## src/rtl/split_pkg.sv

```systemverilog
package split_pkg;
  localparam int NUM_BANKS = 2;
  localparam int SEL_W     = $clog2(NUM_BANKS);

  typedef enum logic [SEL_W-1:0] {
    BANK_A = 1'b0,
    BANK_B = 1'b1
  } bank_sel_e;
endpackage

```

## src/rtl/bank_pointer.sv

```systemverilog
module bank_pointer
  import split_pkg::*;
(
  input  logic      clk,
  input  logic      rst,
  input  logic      adv,
  output bank_sel_e sel_q
);
  // Turn pointer: advances only on accepted samples.
  always_ff @(posedge clk) begin
    if (rst)
      sel_q <= BANK_A;
    else if (adv)
      sel_q <= (sel_q == BANK_A) ? BANK_B : BANK_A;
  end
endmodule

```

## src/rtl/bank_store.sv

```systemverilog
module bank_store #(
  parameter int WORD_W = 9
) (
  input  logic              clk,
  input  logic              rst,
  input  logic              load,
  input  logic [WORD_W-1:0] din,
  output logic [WORD_W-1:0] q,
  output logic              loaded_q
);
  always_ff @(posedge clk) begin
    if (rst) begin
      q        <= '0;
      loaded_q <= 1'b0;
    end else begin
      loaded_q <= load;
      if (load)
        q <= din;
    end
  end
endmodule

```

## src/rtl/ready_toggle.sv

```systemverilog
module ready_toggle (
  input  logic clk,
  input  logic rst,
  input  logic pulse,
  output logic rdy,
  output logic rdy_n
);
  logic nxt;

  assign nxt = rdy ^ pulse;

  // Both polarities come from their own flops so neither trails the other.
  always_ff @(posedge clk) begin
    if (rst) begin
      rdy   <= 1'b0;
      rdy_n <= 1'b1;
    end else begin
      rdy   <= nxt;
      rdy_n <= ~nxt;
    end
  end
endmodule

```

## src/rtl/sample_bank_splitter.sv

```systemverilog
module sample_bank_splitter
  import split_pkg::*;
#(
  parameter int DATA_W = 8
) (
  input  logic            clk,
  input  logic            rst,
  input  logic            smp_vld,
  input  logic [DATA_W:0] smp_word,
  output logic [DATA_W:0] bank_a_q,
  output logic [DATA_W:0] bank_b_q,
  output logic            rdy_a,
  output logic            rdy_a_n,
  output logic            rdy_b,
  output logic            rdy_b_n
);
  localparam int WORD_W = DATA_W + 1;

  bank_sel_e         sel_q;
  logic [WORD_W-1:0] bank_q  [NUM_BANKS];
  logic              wr_q    [NUM_BANKS];
  logic              rdy_v   [NUM_BANKS];
  logic              rdy_n_v [NUM_BANKS];

  bank_pointer u_ptr (
    .clk   (clk),
    .rst   (rst),
    .adv   (smp_vld),
    .sel_q (sel_q)
  );

  for (genvar b = 0; b < NUM_BANKS; b++) begin : g_bank
    logic ld;
    assign ld = smp_vld && (sel_q == bank_sel_e'(SEL_W'(b)));

    bank_store #(.WORD_W(WORD_W)) u_store (
      .clk      (clk),
      .rst      (rst),
      .load     (ld),
      .din      (smp_word),
      .q        (bank_q[b]),
      .loaded_q (wr_q[b])
    );

    ready_toggle u_rdy (
      .clk   (clk),
      .rst   (rst),
      .pulse (wr_q[b]),
      .rdy   (rdy_v[b]),
      .rdy_n (rdy_n_v[b])
    );
  end

  assign bank_a_q = bank_q[0];
  assign bank_b_q = bank_q[1];
  assign rdy_a    = rdy_v[0];
  assign rdy_a_n  = rdy_n_v[0];
  assign rdy_b    = rdy_v[1];
  assign rdy_b_n  = rdy_n_v[1];
endmodule

```

## config.mk

```make
export PLATFORM = sky130hd
export DESIGN_NAME = sample_bank_splitter
export DESIGN_NICKNAME = d
export VERILOG_FILES = /design/src/rtl/split_pkg.sv /design/src/rtl/bank_pointer.sv /design/src/rtl/bank_store.sv /design/src/rtl/ready_toggle.sv /design/src/rtl/sample_bank_splitter.sv
export SDC_FILE = /design/constraint.sdc
export NUM_CORES = 1
export LEC_CHECK = 0
export BUFFER_PORTS_ARGS = -buffer_cell sky130_fd_sc_hd__buf_2
export CORE_MARGIN = 5
export CORE_UTILIZATION = 51
export CTS_BUF_LIST = sky130_fd_sc_hd__clkbuf_8 sky130_fd_sc_hd__clkbuf_16
export CTS_CLUSTER_SIZE = 20
export DETAILED_ROUTE_END_ITERATION = 12
export PLACE_DENSITY_LB_ADDON = 0.2
export SLEW_MARGIN = 20
export SYNTH_ARGS = -nofsm -noshare
export SYNTH_HDL_FRONTEND = slang
export SYNTH_SLANG_ARGS = --single-unit
```

## constraint.sdc

```tcl
create_clock -name clk -period 2.1 [get_ports clk]
set_input_delay 0.105 -clock clk [delete_from_list [all_inputs] [get_ports clk]]
set_output_delay 0.105 -clock clk [all_outputs]
set_load 0.005 [all_outputs]
```

==> results of run 1 <==
tightest hold or removal path: stages:
cell	delay, ps
buf_2	90
nand2b_1	80
mux2i_1	60
area by class of cell:
| cell class | instances | area, sq um |
|---|---|---|
| sequential | 25 | 500.5 |
| multi-input combinational | 59 | 439.2 |
| clock buffer | 3 | 41.29 |
| tap | 25 | 31.28 |
| fill | 144 | 601.8 |
| timing repair buffer | 33 | 165.2 |
| clock inverter | 1 | 3.754 |
cells by family (layout without fill, tap and decap cells):
logic type	after synthesis	count (layout)	synth area share
AOI/OAI and AO/OA	1	1	0.005117
xor gates and xnor gates	2	2	0.01793
buffers and inverters	5	37	0.03841
DFF	25	25	0.5122
muxes	18	18	0.1844
and+or+nand+nor	38	38	0.2420
metrics by stage:
| stage | instance area (sq um) | total power, mW |
|---|---|---|
| 2_1_floorplan | 977.2 | 0.5896 |
| 3_3_place_gp | 1136 | 0.6230 |
| 3_5_place_dp | 1136 | 0.6263 |
| 4_1_cts | 1181 | 0.8960 |
| 5_1_grt | 1181 | 0.9303 |
| 6_report | 1181 | 0.8872 |
sequential cells by signal, indices dropped and copies added, names as in the netlist:
name                     count
g_bank.u_rdy.rdy             2
g_bank.u_store.q            18
g_bank.u_rdy.rdy_n           2
u_ptr.sel_q                  1
g_bank.u_store.loaded_q      2
metal layers:
metal  global-route usage  vias to the layer above  wire length [um]
li1                     -                      351                 -
met1               0.1497                      302               746
met2               0.2117                       22               818
met3              0.04432                        2               137
met4              0.05106                        0                13
met5                    0                        -                 0
how the worst min path moves through the flow:
stage,start,endpoint,slack (ps),cells after the start
final,smp_word[3],g_bank[0].u_store.q[3],120,3
after global routing,smp_word[8],g_bank[1].u_store.q[8],130,3
after CTS,smp_word[0],g_bank[0].u_store.q[0],120,3
after detailed placement,smp_word[0],g_bank[1].u_store.q[0],400,3
after global placement,smp_word[4],g_bank[0].u_store.q[4],390,3
after floorplan,smp_vld,u_ptr.sel_q,280,2
where the power goes:
group,leakage (nW),switching [mW],internal [mW]
Sequential,0.205,0.0127,0.500
Combinational,0.341,0.0454,0.0556
Clock,0.0269,0.143,0.130
cells in the mapped netlist:
cell type	instances	share of area
nand2b_1	30	0.19
dfxtp_1	25	0.51
mux2i_1	18	0.18
buf_2	3	0.015
buf_6	2	0.023
nor2_1	2	0.0077
nor2b_1	2	0.013
xor2_1	2	0.018
a21oi_1	1	0.0051
and2_4	1	0.0090
and2b_2	1	0.0090
nand2_1	1	0.0038
or2b_1	1	0.0077
cell usage in the layout (no fill, tap or decap):
| cell | count |
|---|---|
| nand2_1 | 1 |
| clkbuf_8 | 3 |
| or2b_1 | 1 |
| dfxtp_1 | 25 |
| and2b_2 | 1 |
| nor2b_1 | 2 |
| and2_4 | 1 |
| inv_1 | 1 |
| a21oi_1 | 1 |
| nand2b_1 | 30 |
| nor2_1 | 2 |
| buf_2 | 33 |
| mux2i_1 | 18 |
| xor2_1 | 2 |
==> impl_metrics.ini, run 1 <==
[floorplan]
die_w_um = 53.77
dieArea_sq_um = 2891
boundaryPins = 34
initial_utilization = 0.5481
core-area_sq_um = 1783
num_rows = 15
die_y_um = 53.77

[clock_tree]
hold_buffers = 0
ctsResizeCount = 0
clk_pin_slew_ps = 90
numCtsBuffers = 3
cts_tree = yes
clk_latency_ps = 260
cts-root-buf = clkbuf_8
cts_setup_buffers = 0
htree_levels = 1
cts_max_path_buffers = 2
cts_num_sinks = 25

[final_layout]
instances_no_fill = 146
area_delta_synth_final_pct = 20.87
drive_above_1_share = 0.3140
insertedDiodeCount = 0
utilization = 0.6625
finalNetCount = 134

[global_routing]
grt_max_degree = 35
antenna_found_initial = 0
grt_pass1_vias = 630
grt_usage = 0.1279
grt_pass1_wl_mm = 2.635
grt-ovfl-total = 0

[timing]
fin_crit_sh = 0.5468
max_freq_ghz = 0.8708
final-setup-viol-count = 0
rsz0062_at_grt = false
relSlewSlack = 0.6650
skew_ps = 3.701
fin_hold_ws_ps = 120.2
finalWorstSetupSlack_ps = 951.6
finalSetupTns_ps = 0
worst_slew_pin_slew_ps = 502.6
min_period_ps = 1148
slew_viol_final = 0
hold_viol = 0

[setup_path]
critPathRequiredTime_ps = 2290
worstPathArrival_ps = 1340
path_class = register to register
r2r_start = u_ptr.sel_q
critPathSlowestCell = nand2b_1
critical_path.startpoint = u_ptr.sel_q
path_depth = 2
rr_endpoint = g_bank[0].u_store.q[2]
cp-endpoint = g_bank[0].u_store.q[2]
cp_slowest_stage_delay_ps = 450
reg2reg_depth = 2
cp_max_fo = 9
rrSetupSlack_ps = 950
crit_path_cell_trace = nand2b_1 -> mux2i_1
cp_top_family = simple AND/OR/NAND/NOR gates
cp-end-kind = register
critPathBufInv = 0
worstSetupStartpointType = register

[min_path]
min_path_type = primary input to register

[placed_design]
gp_congestion = 0.6183
io_buffers = 33
dp_hpwl_mm = 1.204
dp.cells = 142
place_ws_ps = 994.9

[drt]
drtAntennaViolNets = 0
via_count = 677
vias_per_cell = 4.637
first_pass_iters = 2
drt_wl_total_mm = 1.717
post_drt_wl_per_cell_um = 11.76
drtIter0Drc = 6
drcViolationCount = 0

[flow_run]
maxCapViolCount = 0

[pwr]
vdd_drop_max_v = 0.0004883
power_density_nw_per_um2 = 751.2
power_leakage_nw = 0.5724

[synth]
avgSynthCellArea_sq_um = 10.98
ys_ff_latch = 25
synth_cell_types = 13
seq_area_frac_synth = 0.5122
syn_nets = 101
synth_warnings = 0
synthCells = 89
syn_area_sq_um = 977.2

[run_status]
status = finished, final reports clean
Power figures use the tool's default switching activity.
==> run 2, diff against run 1 <==
--- a/config.mk
+++ b/config.mk
@@ -7,7 +7,7 @@
 export LEC_CHECK = 0
 export BUFFER_PORTS_ARGS = -buffer_cell sky130_fd_sc_hd__buf_2
 export CORE_MARGIN = 5
-export CORE_UTILIZATION = 51
+export CORE_UTILIZATION = 47
 export CTS_BUF_LIST = sky130_fd_sc_hd__clkbuf_8 sky130_fd_sc_hd__clkbuf_16
 export CTS_CLUSTER_SIZE = 20
 export DETAILED_ROUTE_END_ITERATION = 12
==> constraint.sdc (replaced) <==
create_clock -name clk -period 1.2 [get_ports clk]
set_input_delay 0.06 -clock clk [delete_from_list [all_inputs] [get_ports clk]]
set_output_delay 0.06 -clock clk [all_outputs]
set_load 0.005 [all_outputs]
==> impl_metrics.ini, run 2 (synthesis gave the netlist of run 1 again) <==
[setup_path]
critPathRequiredTime_ps = 1390
cp_max_fo = 5
worstPathArrival_ps = 1100
rrSetupSlack_ps = 290
worstSetupStartpointType = register
path_class = register to register
cp-end-kind = register

[timing]
max_freq_ghz = 1.099
final-setup-viol-count = 0
finalSetupTns_ps = 0
fin_crit_sh = 0.7580
hold_viol = 0
relSlewSlack = 0.7289
min_period_ps = 909.6
skew_ps = 5.610
slew_viol_final = 0
worst_slew_pin_slew_ps = 406.7
fin_hold_ws_ps = 79.49
rsz0062_at_grt = false

[drt]
drcViolationCount = 0
vias_per_cell = 4.507
drtIter0Drc = 3
first_pass_iters = 2
drt_wl_total_mm = 1.735
post_drt_wl_per_cell_um = 11.57
drtAntennaViolNets = 0
via_count = 676

[run_status]
status = finished, final reports clean

[final_layout]
drive_above_1_share = 0.3252
largest_reg_flops = 18
most-common-layout-cells = buf_2 (33), nand2b_1 (30), dfxtp_1 (25)
utilization = 0.6110
fillers = 195
seq_area_sq_um = 500.5
regMostFlops = g_bank.u_store.q
insertedDiodeCount = 0
multi_input_area_sq_um = 439.2
area_delta_synth_final_pct = 22.66
finalNetCount = 136
fin_area_sq_um = 1199
layout_commonest_cell = buf_2

[clock_tree]
clk_pin_slew_ps = 80
htree_levels = 1
clk_latency_ps = 260
ctsResizeCount = 0
numCtsBuffers = 3
cts_tree = yes
hold_buffers = 0
cts-root-buf = clkbuf_8
cts_max_path_buffers = 2
cts_setup_buffers = 0
cts_num_sinks = 25

[global_routing]
grt_pass1_vias = 647
grt-ovfl-total = 0
grt_max_degree = 35
grt_pass1_wl_mm = 2.898
antenna_found_initial = 0
grt_usage = 0.1159

[pwr]
power_density_nw_per_um2 = 1295
vdd_drop_max_v = 0.0006695
power_leakage_nw = 0.5818

[min_path]
min_path_type = primary input to register

[floorplan]
dieArea_sq_um = 3091
core-area_sq_um = 1962
die_y_um = 55.60
num_rows = 16
die_w_um = 55.60
initial_utilization = 0.4981
boundaryPins = 34

[placed_design]
post_dp_cell_area_sq_um = 1154
gp_congestion = 0.7143
dp_hpwl_mm = 1.269
io_buffers = 33

[flow_run]
maxCapViolCount = 0
## run 2: cell types whose count changed in the layout (fill, tap and decap cells not counted)
cell | previous run | this run
buf_4 | 0 | 2
## run 2: path summary, 6_finish.rpt
kind | startpoint | depth (start not counted) | to
worst max-delay path | u_ptr.sel_q | 3 | g_bank[0].u_store.q[3]
worst min-delay path | smp_word[0] | 3 | g_bank[1].u_store.q[0]
worst min register to register | g_bank[0].u_store.q[7] | 2 | g_bank[0].u_store.q[7]
worst max register to register | u_ptr.sel_q | 3 | g_bank[0].u_store.q[3]
## run 2: metal layers
metal,GRT usage,wire length [um],vias to the layer above
met3,0.04640,120,4
met5,0,0,-
met2,0.1993,865,18
met4,0.04167,15,0
met1,0.1280,733,301
li1,-,-,353
## run 2: final cells by class
cell class	count	area share
clock buffers	3	0.03445
repair buffers	35	0.1503
flip-flops and latches	25	0.4175
clock inverters	1	0.003132
multi-input cells	59	0.3664
well taps	27	0.02818
## run 2: critical path, stage by stage (launching register included)
cell and delay [ps]:
dfxtp_1 370, nand2b_1 140, buf_4 150, mux2i_1 170
## run 2: power by group
group,leakage (nW),internal (mW),total (mW),switching [mW]
clock,0.0269,0.228,0.471,0.243
sequential,0.205,0.875,0.897,0.0215
combinational,0.350,0.103,0.185,0.0816
## run 2: metrics by stage
stage                     total power, mW  instances  worst slack (ps)
after floorplan                     1.032         89             374.4
after global placement              1.099        146             344.4
after detailed placement            1.105        146             308.7
after CTS                           1.567        150             290.5
after global routing                1.634        150             171.9
final                               1.553        150             290.4
==> run 3, diff against run 2 <==
--- a/config.mk
+++ b/config.mk
@@ -5,6 +5,7 @@
 export SDC_FILE = /design/constraint.sdc
 export NUM_CORES = 1
 export LEC_CHECK = 0
+export ABC_AREA = 1
 export BUFFER_PORTS_ARGS = -buffer_cell sky130_fd_sc_hd__buf_2
 export CORE_MARGIN = 5
 export CORE_UTILIZATION = 47
==> constraint.sdc (replaced) <==
create_clock -name clk -period 0.9 [get_ports clk]
set_input_delay 0.045 -clock clk [delete_from_list [all_inputs] [get_ports clk]]
set_output_delay 0.045 -clock clk [all_outputs]
set_load 0.005 [all_outputs]
==> impl_metrics.ini, run 3 <==
[run_status]
status = finished, final reports clean

[global_routing]
antenna_found_initial = 0
grt_pass1_wl_mm = 3.174
grt_usage = 0.1510
grt-ovfl-total = 0
grt_max_degree = 14
grt_pass1_vias = 784

[drt]
drt_wl_total_mm = 1.976
first_pass_iters = 4
vias_per_cell = 4.819
via_count = 877
drcViolationCount = 0
drtAntennaViolNets = 0
drtIter0Drc = 14
post_drt_wl_per_cell_um = 10.86

[synth]
avgSynthCellArea_sq_um = 7.820
syn_area_sq_um = 938.4
yosys-top-cells-count = dfxtp_1 (25), nand2_1 (22), nand3_1 (20)
async_flop_share = 0
synth.most_common_cell = dfxtp_1
seq_area_frac_synth = 0.5333
syn_nets = 132
synth_cell_types = 15
synth_warnings = 0
ys_top_cells_by_area = dfxtp_1 (53%), nand3_1 (11%), nand2_1 (8.8%)
ys.flop_type = dfxtp_1
ys_ff_latch = 25
yosysTopAreaCell = dfxtp_1
synthCells = 120
yosys.area.top_type_share = 0.5333
synth-edff-count = 0

[timing]
hold_viol = 0
worst_slew_pin_slew_ps = 334.6
final-setup-viol-count = 0
slew_viol_final = 0
finalWorstSetupSlack_ps = 74.68
max_freq_ghz = 1.212
fin_crit_sh = 0.9170
relSlewSlack = 0.7767
min_period_ps = 825.3
skew_ps = 1.212
rsz0062_at_grt = false

[min_path]
hp-start = smp_word[5]
min_path_type = primary input to register

[final_layout]
regMostFlops = g_bank.u_store.q
insertedDiodeCount = 0
finalNetCount = 168
layout_commonest_cell = buf_2
area_delta_synth_final_pct = 25.60
largest_reg_flops = 18
drive_above_1_share = 0.3097
most-common-layout-cells = buf_2 (33), dfxtp_1 (24), nand2_1 (21)

[flow_run]
maxCapViolCount = 0

[pwr]
power_leakage_nw = 0.6192
total_power_mw = 2.135
vdd_drop_max_v = 0.001193
power_density_nw_per_um2 = 1812

[placed_design]
gp_congestion = 0.7139
place_ws_ps = -87.90
dp_hpwl_mm = 1.517
io_buffers = 33

[setup_path]
r2r_start = u_ptr.sel_q
path_class = register to register
critPathRequiredTime_ps = 1070
worstSetupStartpointType = register
cp_max_fo = 10
crit_path_cell_trace = inv_2 -> nand3_1 -> nand2_1 -> nor2_1
cp_slowest_stage_delay_ps = 380
critical_path.startpoint = u_ptr.sel_q
critPathSlowestCell = dfxtp_4
worstPathArrival_ps = 990
cp-end-kind = register

[floorplan]
initial_utilization = 0.4832
core-area_sq_um = 1942
boundaryPins = 34
die_w_um = 54.69
dieArea_sq_um = 2990
num_rows = 16
die_y_um = 54.69

[clock_tree]
cts_tree = yes
cts_max_path_buffers = 2
htree_levels = 1
cts_setup_buffers = 0
clk_pin_slew_ps = 80
clk_latency_ps = 260
cts-root-buf = clkbuf_8
numCtsBuffers = 3
cts_num_sinks = 25
-- run 3: worst max-delay path, delay by kind of cell (launching register included) --
kind | cells | cell delay, ps
flops | 1 | 380
buf+inv | 1 | 140
simple gates | 3 | 210
-- run 3: final cells by class --
type	count	area, sq um
tap	27	33.78
sequential	25	504.2
inverter	14	52.55
fill	172	763.2
clock inverter	1	3.754
timing repair buffer	37	198.9
multi-input combinational	75	344.1
clock buffer	3	41.29
-- run 3: path summary, 6_finish.rpt --
kind	endpoint	slack, ps	depth (start not counted)
setup / recovery	g_bank[0].u_store.q[4]	70	4
hold / removal	g_bank[1].u_store.q[5]	50	3
setup reg to reg	g_bank[0].u_store.q[4]	70	4
hold reg to reg	g_bank[1].u_store.q[6]	460	2
-- run 3: per-stage QoR --
stage          TNS [ps]  hold WS, ps  cell area, sq um  std cells    util
3_3_place_gp     -313.4        323.9              1115        178  0.5741
6_report              0        47.16              1179        182  0.6070
2_1_floorplan         0        121.8             938.4        120       -
4_1_cts               0        48.02              1164        182  0.5992
5_1_grt               0        53.80              1179        182  0.6070
3_5_place_dp     -724.2        333.1              1115        178  0.5741
-- run 3: power breakdown --
part | switching (mW) | internal [mW] | total [mW]
sequential | 0.0346 | 1.17 | 1.21
combinational | 0.160 | 0.130 | 0.290
clock | 0.333 | 0.305 | 0.638
total | 0.528 | 1.61 | 2.14
-- run 3: logic make-up (layout without fill, tap and decap cells) --
family | Yosys count | after routing | synth area share
buffers and inverters | 20 | 55 | 0.1120
flip-flops | 25 | 25 | 0.5333
AND/OR/NAND/NOR | 65 | 65 | 0.3013
AO/OA/AOI/OAI | 10 | 10 | 0.05334
-- run 3: repair_timing --
action,in CTS,in global routing
resized for setup,2,4
setup endpoints to repair,10,11
cloned,0,0
hold buffers,0,0
pin swaps,0,3
-- run 3: per-layer routing --
metal	vias up	wire (um)	global-route usage
li1	444	-	-
met2	29	948	0.2461
met1	397	811	0.1705
met5	-	0	0
met3	7	149	0.03815
met4	0	65	0.1037
